[src/rtl/fsi_pkg.sv]
package fsi_pkg;
    localparam int SW     = 3;
    localparam int PIW    = 2;
    localparam int STW    = 2;
    localparam int COW    = 4;
    localparam int NREACH = 4;
    localparam int NINJ   = (2 ** SW) - NREACH;
    localparam int IDXW   = $clog2(NINJ);

    typedef logic [SW-1:0]   state_t;
    typedef logic [IDXW-1:0] idx_t;

    localparam state_t S_IDLE = 3'b000;
    localparam state_t S_LOAD = 3'b001;
    localparam state_t S_RUN  = 3'b011;
    localparam state_t S_DONE = 3'b010;

    function automatic logic is_reach(state_t s);
        return (s == S_IDLE) || (s == S_LOAD) || (s == S_RUN) || (s == S_DONE);
    endfunction

    // k-th encoding (ascending) that normal transitions never produce
    function automatic state_t inj_code(idx_t k);
        int     seen;
        state_t r;
        seen = 0;
        r    = S_IDLE;
        for (int c = 0; c < 2 ** SW; c++) begin
            if (!is_reach(state_t'(c))) begin
                if (seen == int'(k)) r = state_t'(c);
                seen++;
            end
        end
        return r;
    endfunction
endpackage

[src/rtl/fsi_next_logic.sv]
module fsi_next_logic
    import fsi_pkg::*;
(
    input  state_t             cur_i,
    input  logic [PIW-1:0]     pi_i,
    input  logic [STW-1:0]     st_i,
    output state_t             nxt_o,
    output logic [COW-1:0]     co_o
);
    always_comb begin
        nxt_o = S_IDLE;
        co_o  = '0;
        case (cur_i)
            S_IDLE: begin
                nxt_o = pi_i[0] ? S_LOAD : S_IDLE;
                co_o  = 4'b0001;
            end
            S_LOAD: begin
                nxt_o = S_RUN;
                co_o  = 4'b0010;
            end
            S_RUN: begin
                if (pi_i[1])      nxt_o = S_IDLE;
                else if (st_i[0]) nxt_o = S_DONE;
                else              nxt_o = S_RUN;
                co_o = {st_i[1], 3'b100};
            end
            S_DONE: begin
                nxt_o = S_IDLE;
                co_o  = 4'b1000;
            end
            default: begin
                nxt_o = S_IDLE;
                co_o  = {cur_i[1:0], pi_i};
            end
        endcase
    end
endmodule

[src/rtl/fsi_inject_gen.sv]
module fsi_inject_gen
    import fsi_pkg::*;
(
    input  logic   clk,
    input  logic   rst,
    input  logic   adv_i,
    output state_t code_o
);
    typedef struct packed {
        idx_t idx;
    } gen_t;

    gen_t gen_d, gen_q;

    always_comb begin
        gen_d = gen_q;
        if (rst)        gen_d.idx = '0;
        else if (adv_i) gen_d.idx = gen_q.idx + idx_t'(1);
    end

    always_ff @(posedge clk) begin
        gen_q <= gen_d;
    end

    assign code_o = inj_code(gen_q.idx);
endmodule

[src/rtl/fsi_ctrl.sv]
module fsi_ctrl
    import fsi_pkg::*;
(
    input  logic             clk,
    input  logic             rst,
    input  logic [PIW-1:0]   pi_i,
    input  logic [STW-1:0]   st_i,
    input  logic             test_mode_i,
    input  logic             hold_i,
    output logic [COW-1:0]   co_o,
    output logic [SW-1:0]    state_obs_o
);
    typedef struct packed {
        state_t state;
    } ctl_t;

    ctl_t   ctl_d, ctl_q;
    state_t nxt;
    state_t inj;

    fsi_next_logic u_next (
        .cur_i (ctl_q.state),
        .pi_i  (pi_i),
        .st_i  (st_i),
        .nxt_o (nxt),
        .co_o  (co_o)
    );

    fsi_inject_gen u_inj (
        .clk    (clk),
        .rst    (rst),
        .adv_i  (test_mode_i),
        .code_o (inj)
    );

    always_comb begin
        ctl_d = ctl_q;
        if (rst)              ctl_d.state = S_IDLE;
        else if (hold_i)      ctl_d.state = ctl_q.state;
        else if (test_mode_i) ctl_d.state = inj;
        else                  ctl_d.state = nxt;
    end

    always_ff @(posedge clk) begin
        ctl_q <= ctl_d;
    end

    assign state_obs_o = ctl_q.state;
endmodule

[config.mk]
export PLATFORM = sky130hd
export DESIGN_NAME = fsi_ctrl
export DESIGN_NICKNAME = d
export VERILOG_FILES = /design/src/rtl/fsi_pkg.sv /design/src/rtl/fsi_next_logic.sv /design/src/rtl/fsi_inject_gen.sv /design/src/rtl/fsi_ctrl.sv
export SDC_FILE = /design/constraint.sdc
export NUM_CORES = 1
export LEC_CHECK = 0
export ABC_CLOCK_PERIOD_IN_PS = 1140
export BUFFER_PORTS_ARGS = -buffer_cell sky130_fd_sc_hd__buf_4
export CORE_AREA = 2 2 39 41
export DETAILED_ROUTE_END_ITERATION = 6
export DIE_AREA = 0 0 41 43
export PLACE_DENSITY = 0.52
export SETUP_SLACK_MARGIN = 0.15
export SYNTH_ARGS = -nofsm -noshare
export SYNTH_HDL_FRONTEND = slang
export SYNTH_SLANG_ARGS = --single-unit
export TNS_END_PERCENT = 50
[constraint.sdc]
create_clock -name clk -period 1.14 [get_ports clk]
set_input_delay 0.228 -clock clk [delete_from_list [all_inputs] [get_ports clk]]
set_output_delay 0.228 -clock clk [all_outputs]
set_load 0.05 [all_outputs]
### After elaboration in Yosys (flattened, before gate mapping)

Index checks and enable logic that the tools add are counted.

* word-level logic and storage cells: 21
* memory bits (read-only): 0
* latch bits: 0
* memory bits (writable): 0
* output and inout port bits: 7
* register bits after elaboration: 5
* bits of input ports: 8
* memories kept: 0

* shift-type cells: 0
* bitwise gates (word level): 0
* $lt $le $gt $ge: 0
* eq/ne operators: 6
* multiplexer cells: 10
* divide/modulo/power cells: 0
* $mul: 0
* add/subtract/negate cells: 1
* reductions and logical operators: 2

Operator list (count)
* 2-to-1 mux 3 bit: 6
* one-hot mux 4 bit (4 select lines): 1
* one-hot mux 3 bit (3 select lines): 1
* == test 3 x 2 -> 1 bit (second input constant): 2
* == test 2 bit (first input constant): 2
* == test 3 x 1 -> 1 bit (second input constant): 1
* logical NOT 3 bit: 1
* adder 2 x 1 -> 2 bit (second input constant): 1
* == test 1 x 2 -> 1 bit (first input constant): 1
* logical NOT 2 bit: 1
* 2-to-1 mux 1 bit: 2

### Depth between registers and ports, before layout

Gate-level depths: netlist of run 1.

* depth after elaboration: 6
* gate-level depth with buffers: 4
* gate-level depth less buffers: 4

### Modules after synthesis

Synthesis of run 1 repeated with hierarchy kept, for this count alone.

* cell total of the unflattened synthesis: 41
* area total of the unflattened synthesis: 357.8 um2

Modules (own cells, without submodules)
* fsi_inject_gen: sequential area each 40.0 um2, times used 1, cells each 15, area each 140.1 um2
* fsi_ctrl: sequential area each 60.1 um2, times used 1, cells each 13, area each 135.1 um2
* fsi_next_logic: sequential area each 0.0 um2, times used 1, cells each 13, area each 82.6 um2

### Least setup slack after synthesis of run 1

Ideal clock, no wire load.

* path kind: reg-to-output
* start: register ctl_q, in the netlist state_obs_o[0]
* end: output co_o[1]
* arrival: 1.896 ns
* path slack: -0.984 ns
* path buffers: 0
* stages on the path, launching flop included: 3
* data required time: 0.912 ns
* cell sequence: dfxtp_1 > nand2b_4 > o21ai_0

* word-level cells in the longest chain between the ends: 2
* elaborated cells on any way between the ends: 5
* those cells by class: eq/ne (3); mux (1); reduce/logical (1)

Ends and longest elaborated chain
* start, declared: RTL line fsi_ctrl.sv:17 `ctl_t ctl_d, ctl_q;`
* start signal, assigned: RTL line fsi_ctrl.sv:45 `ctl_q <= ctl_d;`
* == test 3 x 2 -> 1 bit, or another cell as far along: RTL line fsi_next_logic.sv:13 `case (cur_i)`
* one-hot mux 4 bit (4 select lines) *: RTL line fsi_next_logic.sv:13
* end, declared: RTL line fsi_ctrl.sv:10 `output logic [COW-1:0] co_o,`

Every way passes the cells marked *; elsewhere a longest branch is shown, timed or not.

### Worst setup path in the final report of run 1

* start: register ctl_q, in the netlist state_obs_o[2]
* end: output co_o[3]

Same word-level chain as after synthesis.

==> results of run 1 <==
## synthesized netlist by cell type, drive strengths merged
cell type	instances	area (µm²)
a211o	1	8.76
a211oi	1	7.51
a221oi	1	8.76
a311oi	2	23.8
buf	1	5.00
dfxtp	5	100
ha	3	37.5
inv	3	11.3
mux2i	1	10.0
nand2	3	11.3
nand2b	1	13.8
nor2	6	22.5
o21a	2	15.0
o21ai	4	20.0
o31ai	1	7.51
xnor2	1	8.76
## worst min path at each step
stage               depth (start not counted)  slack, ns             end
floorplan                                   1       0.29  state_obs_o[1]
global placement                            2       0.43  state_obs_o[1]
detailed placement                          2       0.43  state_obs_o[1]
CTS                                         2       0.18  state_obs_o[1]
global route                                2       0.19  state_obs_o[1]
finish                                      2       0.20  state_obs_o[1]
## where the power goes
part	total (mW)	internal, mW	switching, mW
Combinational	0.257	0.118	0.138
Sequential	0.218	0.191	0.0269
Clock	0.202	0.132	0.0702
## routing by layer
layer  vias up  part of all wire [%]  GRT usage [%]
met5         -                     0              0
met4         0                     0           6.00
met3         0                   6.8           4.71
met2        13                    45           13.8
met1       146                    48           12.9
li1        172                     -              -
## logic make-up after synthesis
group / Yosys count / synth area share (%)
compound gates: 12 / 29.3
simple gates: 10 / 15.3
flops: 5 / 32.1
buf+inv: 4 / 5.22
fa+ha+maj: 3 / 12.0
xor+xnor: 1 / 2.81
mux: 1 / 3.21
## placed cells by master, fill, tap and decap left out, types with 2 or more instances in the layout
master    count
nand2_1       3
buf_8         2
o21ai_1       2
a311oi_2      2
clkbuf_4      3
dfxtp_4       4
ha_1          3
buf_4        11
inv_1         3
buf_6         5
nor2_1        6
## state kept, by name (all words and copies together) (netlist names)
signal and flops:
state_obs_o 3, u_inj.gen_q 2
## timing repair
| item | CTS | global route |
|---|---|---|
| endpoints found under the setup margin | 10 | 10 |
| setup buffers | 1 | 3 |
| pin swaps | 2 | 3 |
| gates resized for setup | 7 | 9 |
## final cells by class
cell class | count | area (µm²) | area share, %
tap | 16 | 20.0 | 3.43
inverter | 3 | 11.3 | 1.93
timing repair buffer | 18 | 169 | 29.0
sequential | 5 | 116 | 20.0
multi-input combinational | 27 | 240 | 41.2
clock buffer | 4 | 26.3 | 4.51
## worst max-delay path: stages (launching register included)
cell and delay [ns]:
dfxtp_4 0.36, nand2b_4 0.16, o21a_4 0.19, buf_6 0.14
## metrics by stage
stage,cell area [µm²],hold WS (ns),total power [mW]
detailed placement,477,0.430,0.433
global route,583,0.192,0.728
floorplan,357,0.287,0.365
global placement,477,0.428,0.432
CTS,528,0.177,0.660
finish,583,0.199,0.677
==> metrics.md, run 1 <==
| Metric | Value |
|---|---|
| Die X | 41 µm |
| Flops & latches, synth | 5 |
| FMAX | about 0.75 GHz |
| Relative slew slack | about 81% |
| Total track usage | between 10% and 20% |
| Skew-Pair Late Insertion Delay | around 0.24 ns |
| Synthesized Nets | 47 |
| Final Setup Violations | 4 |
| Placed cells | between 60 and 70 |
| Maximum VDD drop | 0.622 mV |
| CP startpoint kind | flip-flop |
| Yosys warns | 0 |
| CTS tree | built |
| Status | finished with violations |
| CTS Buf Count | 3 |
| Num rows | 14 |
| Total negative slack | -0.608 ns |
| Die Ht | between 40 and 50 µm |
| Worst slew pin tran | roughly 0.28 ns |
| Num ports | 15 |
| DRC viols | 0 |
| Initial antenna violation count | 0 |
| Final nets | 69 |
| Synth Instances | 36 |
| Wirelength per Cell | roughly 11 µm |
| Cell Count, Final, Fillers Out | between 70 and 80 |
| Failing checks | setup timing |
| Crit path kind | flip-flop to output pin |
| Via count | 331 |
| Setup crit start | state_obs_o[2] |
| CP max FO | 6 |
| Hold path start | rst |
| Antenna Nets Post-Route | 0 |
| P per Cell Area | about 1200 nW/µm² |
| RSZ-0062 raised after global routing | true |
| CTS max path bufs | 2 |
| Clk sinks | 5 |
| Iter 0 DRT Violations | 4 |
| Initial core utilization | between 20% and 30% |
| Fillers | ~140 |
| Die Footprint | 1760 µm² |
| Max Cap Violations | 0 |
| Clk_skew | between 0.0015 and 0.002 ns |
| Worst-path clk slew | around 0.04 ns |
| Final Slew Violations | 0 |
| Mean Syn Cell Area | just under 9 µm² |
| Hold Fails Final Rpt | 0 |
| Unique cell type count in the Yosys netlist | 17 |
| Syn Std Cell Area | roughly 310 µm² |
| Worst endpoint required time | ~0.91 ns |
| FF-to-FF End | state_obs_o[1] |
| PortBufs | 14 |
| Final global-route overflow total | 0 |
| Pre-CTS setup slack | between 0.02 and 0.03 ns |
| Setup crit end | co_o[3] |
| R2R Path Start | state_obs_o[1] |
| Vias/cell | 4.53 |
| Core area | around 1400 µm² |
| Post-route setup slack | -0.186 ns |
| Utilization after layout | between 40 and 50% |
| R2R setup slack | 0.08 ns |
| Tmin final | 1.33 ns |
| Post-CTS Hold Buffers | 0 |
| Largest net degree at the start of global routing | 10 |
| H-tree depth | 1 |
| Hold/Removal Path Class | input port to flip-flop |
| R2R cell count | 3 |
| Leakage | approximately 0.25 nW |
| Total wire length | between 700 and 800 µm |
| Period utilization | 116% |
| Critical Path End Type | output pin |
| Worst endpoint data arrival time | between 1 and 1.5 ns |
| Sequential fraction of the synthesis area | about a third |
| Vias in the first global route | around 290 |
| Root Driver | clkbuf_4 |
| Antenna Cells | 0 |
| Final GP Congestion | 0.636 |
| First-pass GRT wire length | 1200 µm |
| Post-detail-place hpwl | about 550 µm |
| Layout cells sized above 1 | approximately three fifths |
| Area growth syn-to-layout | 87.1% |
| TritonRoute pass-1 iters | 2 |
(Power assumes the default switching activity.)
==> inputs of run 2 (changes only) <==
ABC_CLOCK_PERIOD_IN_PS = default   (was 1140)
PLACE_DENSITY = default   (was 0.52)
PLACE_DENSITY_LB_ADDON = 0.05   (was default)
SETUP_SLACK_MARGIN = default   (was 0.15)
==> metrics.md, run 2 (synthesis results as in run 1) <==
| Metric | Value |
|---|---|
| Num rows | 14 (unchanged) |
| Die Footprint | 1760 µm² (unchanged) |
| Final nets | 67 (-2.9%) |
| DRC viols | 0 (unchanged) |
| Final Setup Violations | 4 (unchanged) |
| Via count | 339 (+2.4%) |
| Worst endpoint data arrival time | 1.10 ns (about the same) |
| Largest net degree at the start of global routing | 10 (unchanged) |
| Initial core utilization | 22.5% (unchanged) |
| Reg area | 111 µm² (-4.3%) |
| CP max FO | 6 (unchanged) |
| Final Slew Violations | 0 (unchanged) |
| Status | finished with violations |
| Period utilization | 117% (+0.30 points) |
| Antenna Nets Post-Route | 0 (unchanged) |
| CP startpoint kind | flip-flop |
| Antenna Cells | 0 (unchanged) |
| Maximum VDD drop | 0.534 mV (-14%) |
| Skew-Pair Late Insertion Delay | 0.24 ns (about the same) |
| Num ports | 15 (unchanged) |
| Die Ht | 43 µm (unchanged) |
| Commonest cells after routing, fill and taps aside | 11 x buf_4, 6 x nor2_1, 4 x buf_6 |
| Worst-path clk slew | 0.04 ns (about the same) |
| Hold Fails Final Rpt | 0 (unchanged) |
| FMAX | 0.752 GHz (-0.26%) |
| H-tree depth | 1 (unchanged) |
| Max Cap Violations | 0 (unchanged) |
| Area growth syn-to-layout | 74.3% |
| Wirelength per Cell | 11.4 µm (+5.0%) |
| Total negative slack | -0.520 ns (+0.0877 ns) |
| Utilization after layout | 39.2% (-2.9 points) |
| TritonRoute pass-1 iters | 2 (unchanged) |
| Final GP Congestion | 0.630 (-0.85%) |
| Most common cell after layout, fill and taps aside | buf_4 |
| Vias/cell | 4.77 (+5.3%) |
| CTS Buf Count | 3 (unchanged) |
| Multi-input logic area | 231 µm² (-3.6%) |
| CTS max path bufs | 2 (unchanged) |
| Root Driver | clkbuf_4 |
| Layout cells sized above 1 | 52.7% (-6.9 points) |
| Die X | 41 µm (unchanged) |
| Post-route setup slack | -0.189 ns (-0.00343 ns) |
| Worst slew pin tran | 0.226 ns (-0.0587 ns) |
| Total wire length | 810 µm (+2.1%) |
| Worst endpoint required time | 0.91 ns (about the same) |
| Failing checks | setup timing |
| PortBufs | 14 (unchanged) |
| CTS tree | built |
| WHS | 0.183 ns (-0.0162 ns) |
| Core area | 1380 µm² (unchanged) |
| Iter 0 DRT Violations | 1 (-3) |
| P per Cell Area | 1210 nW/µm² (+4.2%) |
| Leakage | 0.235 nW (-6.2%) |
| Largest register FFs | 3 (unchanged) |
| Initial antenna violation count | 0 (unchanged) |
| Clk_skew | 0.000738 ns (-0.00108 ns) |
| Relative slew slack | 84.9% (+3.9 points) |
| Total power | 657 µW (-2.9%) |
| Post-detail-place hpwl | 636 µm (+17%) |
| Tmin final | 1.33 ns (+0.00343 ns) |
| RSZ-0062 raised after global routing | true |
| Hold/Removal Path Class | input port to flip-flop |
| Fillers | 156 (+9.1%) |
| Total track usage | 11.4% (+1.1 points) |
| Crit path kind | flip-flop to output pin |
| First-pass GRT wire length | 1320 µm (+10%) |
| Critical Path End Type | output pin |
| Vias in the first global route | 335 (+16%) |
| Final global-route overflow total | 0 (unchanged) |
| Clk sinks | 5 (unchanged) |
==> run 2: cell types whose count changed in the layout (fill, tap and decap cells not counted), sizes merged <==
cell,previous run,this run
buf,18,16
==> run 2: worst paths after layout <==
path / startpoint / endpoint / slack (ns) / depth (start not counted)
max: state_obs_o[2] / co_o[3] / -0.19 / 3
min: rst / state_obs_o[1] / 0.18 / 2
max reg2reg: u_inj.gen_q[0] / u_inj.gen_q[1] / 0.07 / 3
min reg2reg: u_inj.gen_q[1] / u_inj.gen_q[1] / 0.52 / 2
==> run 2: area by class of cell <==
type	count	area share, %
clock buffers	4	4.84
inverters	3	2.07
multi-input cells	27	42.6
flip-flops and latches	5	20.5
well taps	16	3.69
repair buffers	16	26.3
==> run 2: per-stage QoR <==
stage	area, µm²	instances	setup slack, ns
after floorplan	354	36	-0.0578
after global placement	474	65	0.0313
after detailed placement	474	65	0.0218
after CTS	537	71	-0.206
after global routing	543	71	-0.214
final	543	71	-0.189
==> run 2: routing by layer <==
layer	global-route usage (%)	wire (µm)	part of all wire [%]	vias up
met5	0	0	0	-
li1	-	-	-	166
met4	8.00	0	0	0
met3	3.14	62	7.7	0
met1	11.6	312	39	160
met2	18.4	435	54	13
==> run 2: critical path: stages (launching register included) <==
cell and delay (ns):
dfxtp_4 0.36, nand2b_4 0.16, o21a_4 0.19, buf_6 0.14
==> run 2: timing repair <==
action                                  4_1_cts  5_1_grt
pin swaps                                     0        2
hold buffers                                  0        0
endpoints found under the setup margin        5        6
resized for setup                             6        3
setup buffers                                 2        0
==> run 2: power by group <==
| group | switching, mW | internal (mW) | total [mW] | leakage, nW |
|---|---|---|---|---|
| registers | 0.0280 | 0.189 | 0.217 | 0.0434 |
| clock network | 0.0738 | 0.132 | 0.206 | 0.0150 |
| logic | 0.131 | 0.103 | 0.233 | 0.177 |
| total | 0.232 | 0.425 | 0.657 | 0.235 |
==> inputs of run 3 (changes only) <==
PLACE_DENSITY = 0.47   (was default)
PLACE_DENSITY_LB_ADDON = default   (was 0.05)
==> metrics.md, run 3 (synthesis results as in run 1) <==
| Metric | Value |
|---|---|
| Status | finished with violations |
| Failing checks | setup timing |
| RSZ-0062 raised after global routing | true |
| WHS | 0.185 ns (+0.00191 ns) |
| Post-detail-place hpwl | 535 µm (-16%) |
| TritonRoute pass-1 iters | 4 (+2) |
| Core area | 1380 µm² (unchanged) |
| Antenna Nets Post-Route | 0 (unchanged) |
| Final GP Congestion | 0.649 (+2.9%) |
| Worst endpoint data arrival time | 1.10 ns (about the same) |
| Total power | 670 µW (+2.0%) |
| Skew-Pair Late Insertion Delay | 0.24 ns (about the same) |
| Final nets | 69 (+3.0%) |
| Vias/cell | 4.56 (-4.5%) |
| CP startpoint kind | flip-flop |
| Largest register FFs | 3 (unchanged) |
| Clk_skew | 0.00599 ns (+0.00525 ns) |
| Max Cap Violations | 0 (unchanged) |
| Worst-path clk slew | 0.05 ns (about the same) |
| FF-to-FF End | state_obs_o[1] |
| Iter 0 DRT Violations | 4 (+3) |
| First-pass GRT wire length | 1240 µm (-6.2%) |
| Initial antenna violation count | 0 (unchanged) |
| Worst path buffer plus inverter count | 1 (unchanged) |
| Worst slew pin tran | 0.287 ns (+0.0604 ns) |
| P per Cell Area | 1180 nW/µm² (-2.3%) |
| CP max FO | 6 (unchanged) |
| Critical path's slowest cell | dfxtp_4 |
| CTS tree | built |
| Total track usage | 10.8% (-0.51 points) |
| Final Setup Violations | 5 (+1) |
| PortBufs | 14 (unchanged) |
| Hold/Removal Path Class | input port to flip-flop |
| Die Ht | 43 µm (unchanged) |
| Antenna Cells | 0 (unchanged) |
| CTS Buf Count | 3 (unchanged) |
| Relative slew slack | 80.9% (-4.0 points) |
| Tmin final | 1.33 ns (+0.00374 ns) |
| Die X | 41 µm (unchanged) |
| Hold Fails Final Rpt | 0 (unchanged) |
| Utilization after layout | 41.0% (+1.7 points) |
| Layout cells sized above 1 | 54.4% (+1.7 points) |
| Root Driver | clkbuf_4 |
| R2R Path Start | state_obs_o[2] |
| DRC viols | 0 (unchanged) |
| Final Slew Violations | 0 (unchanged) |
| Post-route setup slack | -0.193 ns (-0.00374 ns) |
| Num rows | 14 (unchanged) |
| Hold Crit Depth | 2 (unchanged) |
| Via count | 333 (-1.8%) |
| Critical Path End Type | output pin |
| FMAX | 0.750 GHz (-0.28%) |
| Area growth syn-to-layout | 81.9% |
| Initial core utilization | 22.5% (unchanged) |
| Vias in the first global route | 306 (-8.7%) |
| Die Footprint | 1760 µm² (unchanged) |
| Hold path start | rst |
| Commonest cells after routing, fill and taps aside | 13 x buf_4, 6 x nor2_1, 4 x buf_6 |
| CP peak stage delay | 0.36 ns (about the same) |
| Pre-CTS setup slack | 0.0254 ns (+0.00358 ns) |
| R2R cell count | 4 (+1) |
| Largest delay contributor family on the critical path | flip-flops |
| Crit path kind | flip-flop to output pin |
| R2R setup slack | -0.04 ns (-0.11 ns) |
| Largest net degree at the start of global routing | 10 (unchanged) |
| Maximum VDD drop | 0.548 mV (+2.6%) |
| Period utilization | 117% (+0.33 points) |
| Final global-route overflow total | 0 (unchanged) |
| Fillers | 145 (-7.1%) |
| Critical-path cell list | nand2b_4, o21a_4, buf_6 |
| Clk sinks | 5 (unchanged) |
| Num ports | 15 (unchanged) |
| Leakage | 0.247 nW (+4.8%) |
| CTS max path bufs | 2 (unchanged) |
| Wirelength per Cell | 10.5 µm (-8.4%) |
| Worst endpoint required time | 0.91 ns (about the same) |
| Worst hold endpoint | state_obs_o[2] |
| Total wire length | 763 µm (-5.8%) |
| H-tree depth | 1 (unchanged) |
| Most common cell after layout, fill and taps aside | buf_4 |
| Total negative slack | -0.555 ns (-0.0349 ns) |
## run 3: cell types whose count changed in the layout (fill, tap and decap cells not counted), sizes merged
cell / before / now
buf: 16 / 18
## run 3: final cells by class
type	count	area [µm²]	area share, %
Clock buffer	4	26.3	4.64
Inverter	3	11.3	1.99
Multi-Input combinational cell	27	235	41.5
Sequential cell	5	111	19.6
Tap cell	16	20.0	3.53
Timing Repair Buffer	18	163	28.7
## run 3: per-layer routing
layer  GRT usage (%)  vias to the layer above  share of wire, %
met4            8.00                        0               1.8
met1            12.9                      148                44
met5               0                        -                 0
met3            3.14                        3               7.2
met2            15.6                       12                47
li1                -                      170                 -
## run 3: how the worst max path moves through the flow
stage                     depth (start not counted)           start       to
final                                             3  state_obs_o[2]  co_o[3]
after global routing                              3  state_obs_o[2]  co_o[3]
after CTS                                         3  state_obs_o[2]  co_o[3]
after detailed placement                          3  state_obs_o[2]  co_o[3]
after global placement                            3  state_obs_o[2]  co_o[3]
after floorplan                                   1  state_obs_o[0]  co_o[0]
## run 3: repair_timing
item	in CTS	in global routing
buffers inserted	3	1
resized for setup	5	1
setup endpoints to repair	5	7
hold buffers	0	0
pin swaps	2	1
## run 3: report_power, final
| group | internal [mW] | leakage (nW) | switching [mW] | total [mW] |
|---|---|---|---|---|
| registers | 0.189 | 0.0434 | 0.0253 | 0.215 |
| clock network | 0.133 | 0.0150 | 0.0759 | 0.208 |
| logic | 0.112 | 0.188 | 0.135 | 0.247 |
## run 3: per-stage QoR
step	std cells	cell area, µm²
after global routing	73	567
after CTS	72	541
after floorplan	36	354
after detailed placement	65	474
after global placement	65	474
final	73	567
